## src/rtl/txd_guard.sv

```systemverilog
module txd_guard #(
  parameter int unsigned TIMEOUT_CYC = 2000,
  parameter int unsigned SYNC_STAGES = 2
) (
  input  logic clk,
  input  logic rst_n,
  input  logic tx_data_i,
  input  logic ctl_enable_i,
  input  logic ctl_release_i,
  input  logic mode_normal_i,
  output logic drv_enable_o,
  output logic drv_level_o,
  output logic dom_timeout_o
);
  localparam int unsigned CW = $clog2(TIMEOUT_CYC + 1);
  localparam logic [CW-1:0] LAST = CW'(TIMEOUT_CYC - 1);

  logic [SYNC_STAGES-1:0] sync_q;
  logic          txd_s, prev_q, armed_q, run_q, tmo_q;
  logic [CW-1:0] cnt_q;
  logic          fall, rise;

  assign txd_s = sync_q[SYNC_STAGES-1];
  assign fall  = prev_q & ~txd_s;
  assign rise  = ~prev_q & txd_s;

  always_ff @(posedge clk or negedge rst_n) begin
    if (!rst_n) begin
      sync_q <= '1;
      prev_q <= 1'b1;
    end else begin
      sync_q <= {sync_q[SYNC_STAGES-2:0], tx_data_i};
      prev_q <= txd_s;
    end
  end

  always_ff @(posedge clk or negedge rst_n) begin
    if (!rst_n)              armed_q <= 1'b0;
    else if (!mode_normal_i) armed_q <= 1'b0;
    else if (txd_s)          armed_q <= 1'b1;
  end

  always_ff @(posedge clk or negedge rst_n) begin
    if (!rst_n) begin
      run_q <= 1'b0;
      cnt_q <= '0;
      tmo_q <= 1'b0;
    end else if (rise) begin
      run_q <= 1'b0;
      cnt_q <= '0;
      tmo_q <= 1'b0;
    end else if (fall) begin
      run_q <= 1'b1;
      cnt_q <= '0;
    end else if (run_q && !tmo_q) begin
      if (cnt_q == LAST) tmo_q <= 1'b1;
      else               cnt_q <= cnt_q + 1'b1;
    end
  end

  assign drv_enable_o  = armed_q & ctl_enable_i & ctl_release_i & ~tmo_q;
  assign drv_level_o   = drv_enable_o ? txd_s : 1'b1;
  assign dom_timeout_o = tmo_q;
endmodule

```

## config.mk

```make
export PLATFORM = sky130hd
export DESIGN_NAME = txd_guard
export DESIGN_NICKNAME = d
export VERILOG_FILES = /design/src/rtl/txd_guard.sv
export SDC_FILE = /design/constraint.sdc
export NUM_CORES = 1
export LEC_CHECK = 0
export CORE_MARGIN = 5
export CORE_UTILIZATION = 58
export CTS_CLUSTER_DIAMETER = 50
export DETAILED_ROUTE_END_ITERATION = 8
export GPL_ROUTABILITY_DRIVEN = 0
export GPL_TIMING_DRIVEN = 0
export PLACE_DENSITY = 0.81
export SLEW_MARGIN = 25
export SYNTH_ARGS = -nofsm -noshare
export SYNTH_HDL_FRONTEND = slang
export SYNTH_SLANG_ARGS = --single-unit
export TNS_END_PERCENT = 30
```

## constraint.sdc

```tcl
create_clock -name clk -period 3.9 [get_ports clk]
set_input_delay 0.975 -clock clk [delete_from_list [all_inputs] [get_ports clk]]
set_output_delay 0.975 -clock clk [all_outputs]
set_load 0.02 [all_outputs]
```

==> flow_summary_export.csv <==
group,metric,value,unit
power,total_leakage_power,0.484,nW
synth,synth_top_area_share,37.6,%
synth,post_synth.cell_area_avg,10.4,sq um
global_routing,groute.usage.overall,16.7,%
synth,ys_seq_area_share,46.0,%
sta,timing.final.ws_setup,0.695,ns
die,core_region_area,1520,sq um
place,preCtsSetupSlack,0.689,ns
place,dp_hpwl,1.31,mm
routing,drtIter0Drc,18,
place,portBuffers,8,
flow_run,max_cap_violations,0,
worst_setup_path,slowest_stage,"clkdlybuf4s50_1",
worst_setup_path,path_cells,"clkdlybuf4s50_1 -> and4_1 -> clkdlybuf4s50_1",
sta,timing.slew.headroom,52.3,%
global_routing,antenna_found_initial,0,
synth,synth_top_area_cell,"dfrtp_1",
synth,synth_edf_count,0,
die,num_rows,14,
global_routing,use_met2,25.5,%
routing,wl,1.80,mm
sta,finalCritPeriodShare,82.2,%
sta,setup_tns,0,ns
synth,ys_types,36,
clock_tree,clockRootBuffer,"clkbuf_4",
synth,synthTopCellsByArea,"dfrtp_1 (38%), dfstp_2 (8.5%), o2bb2ai_1 (5.6%), ha_1 (4.0%), inv_1 (3.6%)",
synth,syn_nets,99,
layout,final_area,1060,sq um
clock_tree,clockBufferDepth,2,
clock_tree,clk_pin_slew_worst_paths,0.10,ns
layout,nFillCells,116,
layout,drive_gt1_share,13.7,%
clock_tree,cts_tree,"yes",
layout,synthToLayoutAreaGrowth,13.7,%
routing,antenna_left,0,
layout,num-nets-final,112,
worst_setup_path,cp_data_required_time,2.92,ns
worst_setup_path,crit_path_end_kind,"output port",
sta,clock.fmax,312,MHz
synth,synth_commonest_cells,"dfrtp_1 (14), inv_1 (9), nor2_1 (6), o2bb2ai_1 (6)",
global_routing,grt_pass1_vias,733,
die,die_h,50.1,um
power,p_per_area,355,nW/um^2
synth,syn_inst,90,
global_routing,grt_overflow,0,
sta,drv_slew,0,
die,die_x,50.1,um
worst_setup_path,crit_path_frequent_cell,"clkdlybuf4s50_1",
routing,wl_per_cell,15.3,um
clock_tree,numCtsBuffers,3,
worst_setup_path,startpoint,"ctl_release_i",
worst_setup_path,crit_type,"input pin to output port",
global_routing,busiest_layer,"met2",
die,die_area,2510,sq um
synth,async_flop_share,100,%
worst_setup_path,critPathMaxFanout,2,
hold_path,min-delay-start,"sync_q[0]",
global_routing,met1_usage,22.9,%
worst_setup_path,critical_path.top_delay_family,"buffers and inverters",
worst_setup_path,arrival,2.23,ns
worst_setup_path,cp.buffers_inverters,2,
clock_tree,cts_resized,0,
sta,hold_ws,0.365,ns
synth,synth_top_flop_cell,"dfrtp_1",
die,io_pins,9,
power,ir_worst_vdd,0.247,mV
clock_tree,cts_setup_buffers,0,
sta,worst_pin_slew,0.713,ns
sta,fin_skew,0.00448,ns
clock_tree,htreeDepth,1,
place,placedInstanceArea,1030,sq um
clock_tree,cts.sinks,17,
worst_setup_path,cp-start-kind,"input pin",
worst_setup_path,r2r-start,"sync_q[1]",
routing,drt_pass1_iterations,4,
sta,rsz0062_at_grt,"no",
clock_tree,cts_hold_buf,0,
sta,finalCriticalPeriod,3.21,ns
sta,hold_viol_final,0,
global_routing,grt_pass1_wl,3.25,mm
global_routing,grt_max_degree,18,
hold_path,min_path_type,"flop to flop",
status,outcome,"finished clean",
synth,synth.most_common_cell,"dfrtp_1",
synth,ys_ff_latch,17,
layout,multi_input_area,450,sq um
synth,yosysWarnings,0,
layout,register_area,429,sq um
sta,setup_viol,0,
synth,syn_area,932,sq um
routing,drcViolationCount,0,
layout,diodes,0,
die,initial_core_util,61.2,%
routing,vias,718,
routing,via_per_inst,6.08,
power,power,376,uW
global_routing,grt_use_met3,3.92,%
clock_tree,clk-insertion-delay-late,0.29,ns
worst_setup_path,critPathMaxStageDelay,0.61,ns
worst reg2reg max path, stage by stage, from the launching register on:
cell      delay [ns]
dfstp_2         0.57
inv_1           0.06
ha_1            0.25
nor2_1          0.53
a21boi_2        0.46
mux2_4          0.22
cells in the final DEF, fill, tap and decap left out, drive strengths merged:
cell type and count:
a2111oi 2, a211o 1, a21boi 1, a21oi 3, a22o 3, a22oi 4, a31oi 1, and2 1
and3 1, and4 1, buf 1, clkbuf 4, clkdlybuf4s50 8, clkinv 2, dfrtp 14, dfstp 3
ha 3, inv 9, mux2 2, nand2 5, nand3 5, nand4 1, nor2 6, nor2b 1
nor3 2, o21a 1, o21ai 2, o2bb2ai 6, o311a 1, o311ai 1, o31a 1, or2 1
or3 4, or3b 1
cells by family after synthesis:
group	after synthesis	share of synthesized area (%)
buffers and inverters	12	5.64
adder cells (fa/ha/maj)	3	4.03
flip-flops	17	46.0
AND/OR/NAND/NOR	29	16.6
AO/OA/AOI/OAI	27	24.8
multiplexers	2	2.82
where the power goes:
part           switching (mW)  internal [mW]  total (mW)
Sequential             0.0139          0.192       0.205
Combinational          0.0401         0.0361      0.0761
Clock                  0.0564         0.0382      0.0946
registers in the layout (all words and copies together) (netlist names):
signal         flops
cnt_q             11
sync_q             2
armed_q            1
dom_timeout_o      1
prev_q             1
run_q              1
layer usage:
layer | up-vias | share of wire [%]
met4 | 0 | 1.2
met1 | 344 | 49
met5 | - | 0
met3 | 4 | 3.5
met2 | 11 | 46
li1 | 359 | -
through the flow:
stage	instances	util, %
floorplan	90	-
global placement	114	67.7
detailed placement	114	67.7
CTS	118	69.5
global route	118	69.5
finish	118	69.5
final cells by class:
type / instances / share of cell area [%]
multi-input cells: 61 / 42.5
flip-flops and latches: 17 / 40.5
repair buffers: 8 / 7.56
inverters: 10 / 3.54
clock buffers: 3 / 2.13
well taps: 16 / 1.89
plain buffers: 2 / 1.42
clock inverters: 1 / 0.472
worst paths after layout:
check                                end  slack [ns]  depth (start not counted)
min in group asynchronous  dom_timeout_o        1.10                          1
max reg2reg                     cnt_q[0]        1.75                          5
min reg2reg                    sync_q[1]        0.36                          0
max                         drv_enable_o        0.69                          3
min                            sync_q[1]        0.36                          0
max in group asynchronous       cnt_q[6]        2.35                          1
Note: power is estimated with default switching activity, not from simulation.
